`src/rtl/map_pkg.sv`:
```
package map_pkg;

    typedef enum logic [2:0] {
        TGT_FLAT,
        TGT_HIRAM,
        TGT_ROMWIN,
        TGT_REG_RAMBANK,
        TGT_REG_ROMBANK
    } tgt_e;

    typedef struct packed {
        logic [24:0] addr;
        logic        ce;
        logic        we;
        logic        rd_valid;
        logic [7:0]  rd_data;
    } port_state_t;

    typedef struct packed {
        logic [7:0] ram_bank;
        logic [7:0] rom_bank;
    } bank_regs_t;

endpackage

```
`src/rtl/bank_latch.sv`:
```
module bank_latch #(
    parameter int BANK_W = 8
) (
    input  logic              clk,
    input  logic              rst_n,
    input  logic              capture,
    input  logic [BANK_W-1:0] din,
    output logic [BANK_W-1:0] bank
);
    logic [BANK_W-1:0] bank_d, bank_q;

    always_comb begin
        bank_d = bank_q;
        if (capture) bank_d = din;
    end

    always_ff @(posedge clk) begin
        if (!rst_n) bank_q <= '0;
        else        bank_q <= bank_d;
    end

    assign bank = bank_q;

    // Byte must stay put through the data phase
    assert_bank_hold_R2: assert property (@(posedge clk) disable iff (!rst_n)
        (!capture && $past(rst_n)) |=> $stable(bank_q));

endmodule

```
`src/rtl/bank_regs.sv`:
```
module bank_regs #(
    parameter int BANK_W = 8
) (
    input  logic              clk,
    input  logic              rst_n,
    input  logic              wr_ram,
    input  logic              wr_rom,
    input  logic [BANK_W-1:0] din,
    output logic [BANK_W-1:0] ram_bank,
    output logic [BANK_W-1:0] rom_bank
);
    import map_pkg::*;

    bank_regs_t regs_d, regs_q;

    always_comb begin
        regs_d = regs_q;
        if (wr_ram) regs_d.ram_bank = din;
        if (wr_rom) regs_d.rom_bank = din;
    end

    always_ff @(posedge clk) begin
        if (!rst_n) regs_q <= '0;
        else        regs_q <= regs_d;
    end

    assign ram_bank = regs_q.ram_bank;
    assign rom_bank = regs_q.rom_bank;

    assert_ram_bank_load_R7: assert property (@(posedge clk) disable iff (!rst_n)
        wr_ram |=> (ram_bank == $past(din)));
    assert_rom_bank_load_R7: assert property (@(posedge clk) disable iff (!rst_n)
        wr_rom |=> (rom_bank == $past(din)));
    assert_one_reg_write_R7: assert property (@(posedge clk) disable iff (!rst_n)
        !(wr_ram && wr_rom));

endmodule

```
`src/rtl/addr_xlate.sv`:
```
module addr_xlate
    import map_pkg::*;
#(
    parameter int              PA_W          = 25,
    parameter int              CPU_AW        = 16,
    parameter int              BANK_W        = 8,
    parameter logic [PA_W-1:0] HIRAM_BASE    = 25'h1000000,
    parameter logic [PA_W-1:0] ROM_BASE      = 25'h1200000,
    parameter int              SOFTROM_BANKS = 32,
    parameter logic [CPU_AW-1:0] HIWIN_START = 16'hA000,
    parameter int              HIWIN_BITS    = 13,
    parameter logic [CPU_AW-1:0] ROMWIN_START = 16'hC000,
    parameter int              ROMWIN_BITS   = 14,
    parameter logic [CPU_AW-1:0] REG_RAMBANK  = 16'h0000,
    parameter logic [CPU_AW-1:0] REG_ROMBANK  = 16'h0001
) (
    input  logic              legacy,
    input  logic [BANK_W-1:0] bank_byte,
    input  logic [CPU_AW-1:0] cpu_addr,
    input  logic [BANK_W-1:0] ram_bank,
    input  logic [BANK_W-1:0] rom_bank,
    input  logic              load_en,
    output tgt_e              tgt,
    output logic [PA_W-1:0]   phys,
    output logic              wr_ok
);
    localparam int HI_TAG_W  = CPU_AW - HIWIN_BITS;
    localparam int ROM_TAG_W = CPU_AW - ROMWIN_BITS;
    localparam int FLAT_PAD  = PA_W - BANK_W - CPU_AW;
    localparam int HI_PAD    = PA_W - BANK_W - HIWIN_BITS;
    localparam int ROM_PAD   = PA_W - BANK_W - ROMWIN_BITS;
    localparam logic [HI_TAG_W-1:0]  HI_TAG  = HIWIN_START[CPU_AW-1:HIWIN_BITS];
    localparam logic [ROM_TAG_W-1:0] ROM_TAG = ROMWIN_START[CPU_AW-1:ROMWIN_BITS];
    localparam logic [BANK_W-1:0]    SR_LIM  = BANK_W'(SOFTROM_BANKS);

    logic              in_hi, in_rom;
    logic [BANK_W-1:0] flat_bank;
    logic [PA_W-1:0]   flat_pa, hi_pa, rom_pa;

    assign in_hi     = (cpu_addr[CPU_AW-1:HIWIN_BITS]  == HI_TAG);
    assign in_rom    = (cpu_addr[CPU_AW-1:ROMWIN_BITS] == ROM_TAG);
    assign flat_bank = legacy ? '0 : bank_byte;
    assign flat_pa   = {{FLAT_PAD{1'b0}}, flat_bank, cpu_addr};
    assign hi_pa     = HIRAM_BASE + {{HI_PAD{1'b0}}, ram_bank, cpu_addr[HIWIN_BITS-1:0]};
    assign rom_pa    = ROM_BASE + {{ROM_PAD{1'b0}}, rom_bank, cpu_addr[ROMWIN_BITS-1:0]};

    always_comb begin
        tgt   = TGT_FLAT;
        phys  = flat_pa;
        wr_ok = 1'b1;
        if (legacy) begin
            if (cpu_addr == REG_RAMBANK) begin
                tgt = TGT_REG_RAMBANK;
            end else if (cpu_addr == REG_ROMBANK) begin
                tgt = TGT_REG_ROMBANK;
            end else if (in_hi) begin
                tgt  = TGT_HIRAM;
                phys = hi_pa;
            end else if (in_rom) begin
                tgt   = TGT_ROMWIN;
                phys  = rom_pa;
                wr_ok = (rom_bank >= SR_LIM) || load_en;
            end
        end
    end

endmodule

```
`src/rtl/bank_mapper.sv`:
```
module bank_mapper
    import map_pkg::*;
#(
    parameter int              PA_W          = 25,
    parameter int              CPU_AW        = 16,
    parameter int              BANK_W        = 8,
    parameter logic [PA_W-1:0] HIRAM_BASE    = 25'h1000000,
    parameter logic [PA_W-1:0] ROM_BASE      = 25'h1200000,
    parameter int              SOFTROM_BANKS = 32,
    parameter int              ROMWIN_BITS   = 14
) (
    input  logic              clk,
    input  logic              rst_n,
    input  logic              legacy_mode,
    input  logic              bus_phase,
    input  logic [CPU_AW-1:0] cpu_addr,
    input  logic [BANK_W-1:0] cpu_data,
    input  logic              cpu_rw,
    input  logic              rom_load_en,
    output logic [PA_W-1:0]   ram_addr,
    output logic              ram_ce,
    output logic              ram_we,
    output logic              reg_rd_valid,
    output logic [BANK_W-1:0] reg_rd_data
);
    localparam logic [PA_W-1:0] SR_END = ROM_BASE + PA_W'(SOFTROM_BANKS) * (PA_W'(1) << ROMWIN_BITS);

    logic [BANK_W-1:0] bank_byte, ram_bank, rom_bank;
    logic [PA_W-1:0]   phys;
    logic              wr_ok, is_reg, wr_ram_reg, wr_rom_reg;
    tgt_e              tgt;
    port_state_t       st_d, st_q;

    bank_latch #(.BANK_W(BANK_W)) u_latch (
        .clk     (clk),
        .rst_n   (rst_n),
        .capture (!bus_phase),
        .din     (cpu_data),
        .bank    (bank_byte)
    );

    addr_xlate #(
        .PA_W          (PA_W),
        .CPU_AW        (CPU_AW),
        .BANK_W        (BANK_W),
        .HIRAM_BASE    (HIRAM_BASE),
        .ROM_BASE      (ROM_BASE),
        .SOFTROM_BANKS (SOFTROM_BANKS),
        .ROMWIN_BITS   (ROMWIN_BITS)
    ) u_xlate (
        .legacy    (legacy_mode),
        .bank_byte (bank_byte),
        .cpu_addr  (cpu_addr),
        .ram_bank  (ram_bank),
        .rom_bank  (rom_bank),
        .load_en   (rom_load_en),
        .tgt       (tgt),
        .phys      (phys),
        .wr_ok     (wr_ok)
    );

    assign is_reg     = (tgt == TGT_REG_RAMBANK) || (tgt == TGT_REG_ROMBANK);
    assign wr_ram_reg = bus_phase && !cpu_rw && (tgt == TGT_REG_RAMBANK);
    assign wr_rom_reg = bus_phase && !cpu_rw && (tgt == TGT_REG_ROMBANK);

    bank_regs #(.BANK_W(BANK_W)) u_regs (
        .clk      (clk),
        .rst_n    (rst_n),
        .wr_ram   (wr_ram_reg),
        .wr_rom   (wr_rom_reg),
        .din      (cpu_data),
        .ram_bank (ram_bank),
        .rom_bank (rom_bank)
    );

    always_comb begin
        st_d          = st_q;
        st_d.addr     = phys;
        st_d.ce       = bus_phase && !is_reg;
        st_d.we       = bus_phase && !is_reg && !cpu_rw && wr_ok;
        st_d.rd_valid = bus_phase && is_reg && cpu_rw;
        if (bus_phase && cpu_rw && tgt == TGT_REG_RAMBANK) st_d.rd_data = ram_bank;
        if (bus_phase && cpu_rw && tgt == TGT_REG_ROMBANK) st_d.rd_data = rom_bank;
    end

    always_ff @(posedge clk) begin
        if (!rst_n) st_q <= '0;
        else        st_q <= st_d;
    end

    assign ram_addr     = st_q.addr;
    assign ram_ce       = st_q.ce;
    assign ram_we       = st_q.we;
    assign reg_rd_valid = st_q.rd_valid;
    assign reg_rd_data  = st_q.rd_data;

    assert_we_with_ce_R8: assert property (@(posedge clk) disable iff (!rst_n)
        ram_we |-> ram_ce);
    assert_idle_phase_R8: assert property (@(posedge clk) disable iff (!rst_n)
        !bus_phase |=> (!ram_ce && !ram_we && !reg_rd_valid));
    assert_we_from_write_R8: assert property (@(posedge clk) disable iff (!rst_n)
        (bus_phase && cpu_rw) |=> !ram_we);
    assert_softrom_protect_R5: assert property (@(posedge clk) disable iff (!rst_n)
        (bus_phase && !cpu_rw && !rom_load_en) |=>
            !(ram_we && ram_addr >= ROM_BASE && ram_addr < SR_END));
    assert_reg_no_ce_R7: assert property (@(posedge clk) disable iff (!rst_n)
        reg_rd_valid |-> !ram_ce);
    assert_native_low_half_R9: assert property (@(posedge clk) disable iff (!rst_n)
        (bus_phase && !legacy_mode) |=> (ram_ce && !ram_addr[PA_W-1]));

endmodule

```
`config.mk`:
```
export PLATFORM = sky130hd
export DESIGN_NAME = bank_mapper
export DESIGN_NICKNAME = d
export VERILOG_FILES = /design/src/rtl/map_pkg.sv /design/src/rtl/bank_latch.sv /design/src/rtl/bank_regs.sv /design/src/rtl/addr_xlate.sv /design/src/rtl/bank_mapper.sv
export SDC_FILE = /design/constraint.sdc
export NUM_CORES = 1
export LEC_CHECK = 0
export CORE_AREA = 2 2 85 87
export DETAILED_ROUTE_END_ITERATION = 16
export DIE_AREA = 0 0 87 89
export DONT_BUFFER_PORTS = 1
export GPL_ROUTABILITY_DRIVEN = 0
export PLACE_DENSITY = 0.56
export SETUP_SLACK_MARGIN = 0.02
export SLEW_MARGIN = 20
export SYNTH_ARGS = -nofsm -noshare
export SYNTH_HDL_FRONTEND = slang
export SYNTH_SLANG_ARGS = --single-unit
```
`constraint.sdc`:
```
create_clock -name clk -period 4.1 [get_ports clk]
set_clock_uncertainty 0.2 [all_clocks]
set_input_delay 0.615 -clock clk [delete_from_list [all_inputs] [get_ports clk]]
set_output_delay 0.615 -clock clk [all_outputs]
set_load 0.005 [all_outputs]
```
; After elaboration in Yosys (flattened, before gate mapping)
; Index checks and enable logic that the tools add are counted.
[totals]
output_inout_bits = 36
in_bits = 30
reg_bits = 60
word_cells = 55
[op_classes]
bitwise_logic = 2
n_addsub = 2
n_lt_le_gt_ge = 1
n_eq_ne = 5
n_reduce_logical = 18
muxes = 18
[op_table]
columns = op, count
row1 = $mux W24, 3
row2 = $mux W25, 2
row3 = $add A25 B21 Y25 const A, 1
row4 = $add A25 B22 Y25 const A, 1
row5 = $mux W8, 3
row6 = $eq A16 B1 Y1 const B, 1
row7 = $logic_not A16 Y1, 1
row8 = $mux W3, 4
row9 = $logic_and A1 B1 Y1, 11
row10 = $ge A8 B6 Y1 const B, 1
row11 = $eq A3 B3 Y1 const B, 2
row12 = $mux W1, 5
row13 = $reduce_or A4 Y1, 1
row14 = $eq A3 B2 Y1 const B, 1
row15 = $eq A2 B2 Y1 const B, 1
row16 = $logic_not A1 Y1, 2
row17 = $logic_or A1 B1 Y1, 2
row18 = $mux W2, 1
row19 = $not A1 Y1, 2
row20 = $reduce_bool A2 Y1, 1

; Longest topological paths before layout
[logic_depth]
word_depth = 12
depth_mapped = 5
mapped_depth_nobuf = 4

; By module
; From an unflattened synthesis, not the netlist that was laid out.
[hier_totals]
cells_unflattened = 237
hier_area_um2 = 2482.4
[by_module_without_submodules]
columns = mod, cells_per_inst, area_per_inst_um2, n_inst
row1 = bank_mapper, 101, 1154.9, 1
row2 = bank_regs, 51, 608.1, 1
row3 = addr_xlate, 60, 417.9, 1
row4 = bank_latch, 25, 301.5, 1

; Worst setup path after synthesis
; No wires, ideal clock.
[synth_timing]
path_type = input to register
start = input port cpu_addr[15]
end = register u_regs.regs_q[0] (netlist: u_regs.rom_bank[0])
setup_ns = 0.072
required_ns = 3.828
arrival_time_ns = 1.783
cell_stages = 4
path_slack_ns = 2.045
cell_sequence = nor4b_2 nand4_4 nor3_4 mux2i_1
[synth_via]
elab_chain_len = 8
elab_cells_between_ends = 11
[synth_lines]
columns = item, line
row1 = "start, declared", bank_mapper.sv:16  ; input logic [CPU_AW-1:0] cpu_addr,
row2 = $eq A2 B2 Y1, addr_xlate.sv:41  ; assign in_rom = (cpu_addr[CPU_AW-1:ROMWIN_BITS] == ROM_TAG);
row3 = $mux W2, addr_xlate.sv:59  ; end else if (in_rom) begin
row4 = $mux W3, addr_xlate.sv:56  ; end else if (in_hi) begin
row5 = $mux W3, addr_xlate.sv:54  ; end else if (cpu_addr == REG_ROMBANK) begin
row6 = $mux W3 (*), addr_xlate.sv:52  ; if (cpu_addr == REG_RAMBANK) begin
row7 = $mux W3 (*), addr_xlate.sv:51  ; if (legacy) begin
row8 = $eq A3 B3 Y1 (*), bank_mapper.sv:64  ; assign wr_rom_reg = bus_phase && !cpu_rw && (tgt == TGT_REG_ROMBANK);
row9 = $logic_and A1 B1 Y1 (*), bank_mapper.sv:64
row10 = "end signal, assigned", bank_regs.sv:24  ; else regs_q <= regs_d;
row11 = "end, declared", bank_regs.sv:14  ; bank_regs_t regs_d, regs_q;
; Every way passes the cells marked *; elsewhere a longest branch is shown, timed or not.
; A chain may end at the register's enable or synchronous reset.

; Worst setup path after layout
[layout_timing]
start = input port cpu_addr[11]
end = register u_regs.regs_q[1] (netlist: u_regs.rom_bank[1])
[layout_via]
elab_chain_len = 6
elab_cells_between_ends = 7
[layout_lines]
columns = item, line
row1 = $eq A16 B1 Y1, addr_xlate.sv:54
row2 = $mux W3, addr_xlate.sv:54
row3 = $mux W3 (*), addr_xlate.sv:52
row4 = $mux W3 (*), addr_xlate.sv:51
row5 = $eq A3 B3 Y1 (*), bank_mapper.sv:64
row6 = $logic_and A1 B1 Y1 (*), bank_mapper.sv:64
; Marked as above.

==> impl_metrics.env <==
export IMPL_first_pass_iters=6
export IMPL_synthSimpleGateAreaFrac=0.226
export IMPL_cts_tree="yes"
export IMPL_worst_pin_slew_ns=0.943
export IMPL_clk_latency_ns=0.32
export IMPL_r2r_cells=3
export IMPL_pwr_share_comb=0.033
export IMPL_drc=0
export IMPL_dp_cells=290
export IMPL_yosysTopAreaCell="dfxtp_1"
export IMPL_routed_wl_mm=5.12
export IMPL_outcome="completed"
export IMPL_drv_slew=0
export IMPL_first_global_vias=1484
export IMPL_synth_seq_area_share=0.518
export IMPL_rows=30
export IMPL_synth_fp_nets=252
export IMPL_cts_root_buf="clkbuf_8"
export IMPL_antenna_found_initial=0
export IMPL_rr_startpoint="u_regs.rom_bank[7]"
export IMPL_synthAdderAreaFrac=0
export IMPL_synth_compound_area_frac=0.0885
export IMPL_power_switching_w=0.000251
export IMPL_worst_ep_required_time_ns=4.15
export IMPL_grt_ovfl_total=0
export IMPL_ir_worst_vdd_mv=0.153
export IMPL_dr_total_vias=1575
export IMPL_drive_gt1_frac=0.137
export IMPL_pwr_share_seq=0.513
export IMPL_synth_top_area_share=0.518
export IMPL_hpwl_mm=3.60
export IMPL_fin_cells=306
export IMPL_cts_max_path_buffers=2
export IMPL_min_period_over_period=0.500
export IMPL_internal_power_w=0.000932
export IMPL_path_clk_slew_ns=0.07
export IMPL_cap_violations=0
export IMPL_synth_xor_area_frac=0
export IMPL_fmax_mhz=488
export IMPL_powerDensity_nw_per_um2=460
export IMPL_cp_max_fo=12
export IMPL_cts_hold_buf=0
export IMPL_cts_setup_buffers=0
export IMPL_die_w_um=87
export IMPL_nets=251
export IMPL_min_to="ram_addr[15]"
export IMPL_die_area_um2=7740
export IMPL_start_kind="input port"
export IMPL_finalSetupViolCount=0
export IMPL_clock_sinks=60
export IMPL_hp_class="in2reg"
export IMPL_yosys_top_cells_area="dfxtp_1 (52%), mux2i_1 (10%), nand2_1 (4.7%)"
export IMPL_reg2reg_setup_slack_ns=2.83
export IMPL_grt_total_usage=0.136
export IMPL_grt_max_degree=69
export IMPL_crit_type="in2reg"
export IMPL_period_needed_ns=2.05
export IMPL_slew_headroom=0.370
export IMPL_port_buffer_count=0
export IMPL_postRouteAntennaNets=0
export IMPL_synth_cells=222
export IMPL_initial_core_util=0.345
export IMPL_rsz0062_at_grt="false"
export IMPL_p_leak_nw=0.949
export IMPL_end_kind="flop"
export IMPL_whs_path_depth=1
export IMPL_synth_yosys_warnings=0
export IMPL_crit_arrival_ns=2.10
export IMPL_min_from="legacy_mode"
export IMPL_io_pins=66
export IMPL_die_y_um=89
export IMPL_cts_htree_levels=3
export IMPL_finalHoldViolCount=0
export IMPL_rr_endpoint="ram_we"
export IMPL_avgRoutedWirePerCell_um=16.7
export IMPL_ys_ff_latch=60
export IMPL_avgSynthCellArea_um2=10.4
export IMPL_final_setup_tns_ns=0
export IMPL_synth_area_mux_share=0.142
export IMPL_clkPwrFrac=0.454
export IMPL_vias_per_cell=5.15
export IMPL_ys_types=27
export IMPL_coreArea_um2=6720
export IMPL_grt_pass1_wl_mm=7.85
export IMPL_swShare=0.212
export IMPL_cts_resized=0
export IMPL_synth_top_family_by_area="simple AND/OR/NAND/NOR gates"
export IMPL_synth_area_um2=2320
export IMPL_diodes=0
export IMPL_drtIter0Drc=151
export IMPL_syn_to_final_growth_pct=11.1
export IMPL_numCtsBuffers=9
## power groups by stage
| stage | clock [W] | combinational (W) | sequential, W |
|---|---|---|---|
| 2_1_floorplan | 0 | 0.0000428 | 0.000619 |
| 3_3_place_gp | 0 | 0.0000390 | 0.000620 |
| 3_5_place_dp | 0 | 0.0000392 | 0.000621 |
| 4_1_cts | 0.000553 | 0.0000393 | 0.000607 |
| 5_1_grt | 0.000580 | 0.0000433 | 0.000609 |
| 6_report | 0.000538 | 0.0000387 | 0.000607 |
## critical path: stages
cell     delay (ns)
nor4_2         0.42
nand4_4        0.27
nor3_4         0.55
mux2i_1        0.24
## cell type report
cell class	count	area (um2)
Fill cell	659	4140
Tap cell	80	100
Sequential cell	60	1200
Clock inverter	4	47.5
Inverter	3	11.3
Multi-Input combinational cell	147	1060
Clock buffer	12	155
## worst max path at each step
stage	cells after the start	slack, ns	startpoint	end
after floorplan	4	2.05	cpu_addr[15]	u_regs.rom_bank[0]
after global placement	4	1.71	cpu_addr[11]	u_regs.ram_bank[0]
after detailed placement	4	1.68	cpu_addr[11]	u_regs.rom_bank[3]
after CTS	4	2.04	cpu_addr[11]	u_regs.rom_bank[1]
after global routing	4	1.92	cpu_addr[15]	u_regs.rom_bank[0]
final	4	2.05	cpu_addr[11]	u_regs.rom_bank[1]
## metrics by stage
step / power, W / cell area (um2) / util / setup WS (ns) / hold WS [ns]
CTS: 0.00120 / 2570 / 0.383 / 2.04 / 0.154
detailed placement: 0.000660 / 2370 / 0.353 / 1.68 / 0.264
global placement: 0.000659 / 2370 / 0.353 / 1.71 / 0.254
finish: 0.00118 / 2570 / 0.383 / 2.05 / 0.171
floorplan: 0.000661 / 2320 / - / 2.05 / 0.241
global route: 0.00123 / 2570 / 0.383 / 1.92 / 0.147
## registers in the layout, summed over array words and instances, names as in the netlist
signal,cells
ram_addr,25
ram_ce,1
ram_we,1
reg_rd_data,8
reg_rd_valid,1
u_latch.bank,8
u_regs.ram_bank,8
u_regs.rom_bank,8
## per-layer routing
metal | up-vias | part of all wire | wire, um | GRT usage
li1 | 777 | - | - | -
met1 | 739 | 0.44 | 2240 | 0.166
met2 | 55 | 0.48 | 2450 | 0.210
met3 | 4 | 0.075 | 382 | 0.0619
met4 | 0 | 0.0078 | 40 | 0.0511
met5 | - | 0 | 0 | 0
## cells in the final DEF, fill, tap and decap left out, types with 2 or more instances in the layout
| master | instances |
|---|---|
| clkinv_2 | 2 |
| mux2i_1 | 24 |
| nor3_1 | 2 |
| nor2b_1 | 15 |
| nand2_1 | 29 |
| nor4_4 | 2 |
| inv_1 | 3 |
| o21ai_0 | 11 |
| nand3_1 | 8 |
| nor3_4 | 2 |
| a21boi_0 | 9 |
| mux2_2 | 8 |
| nor2_1 | 3 |
| a21oi_1 | 3 |
| clkbuf_8 | 11 |
| a222oi_1 | 5 |
| and2_1 | 14 |
| dfxtp_1 | 60 |
| and3_1 | 4 |
## cells by family after synthesis
logic type / after synthesis
flops: 60
buf+inv: 15
mux: 32
simple gates: 85
compound gates: 30
## cell usage after synthesis
cell type and number:
nor4_4 2, nand3_1 8, nand2b_1 1, nor4b_2 1
o311a_1 1, buf_2 1, clkbuf_1 11, dfxtp_1 60
mux2i_1 24, nand4_4 1, o21ai_0 11, mux2_2 8
inv_1 3, nor2b_1 15, nor3_1 2, and4_2 1
nor4_2 1, nor2_1 3, nor3b_1 1, nor3_4 2
a222oi_1 5, a22oi_1 1, a21boi_0 9, a21oi_1 3
and2_1 14, and3_1 4, nand2_1 29
(Power assumes the default switching activity.)
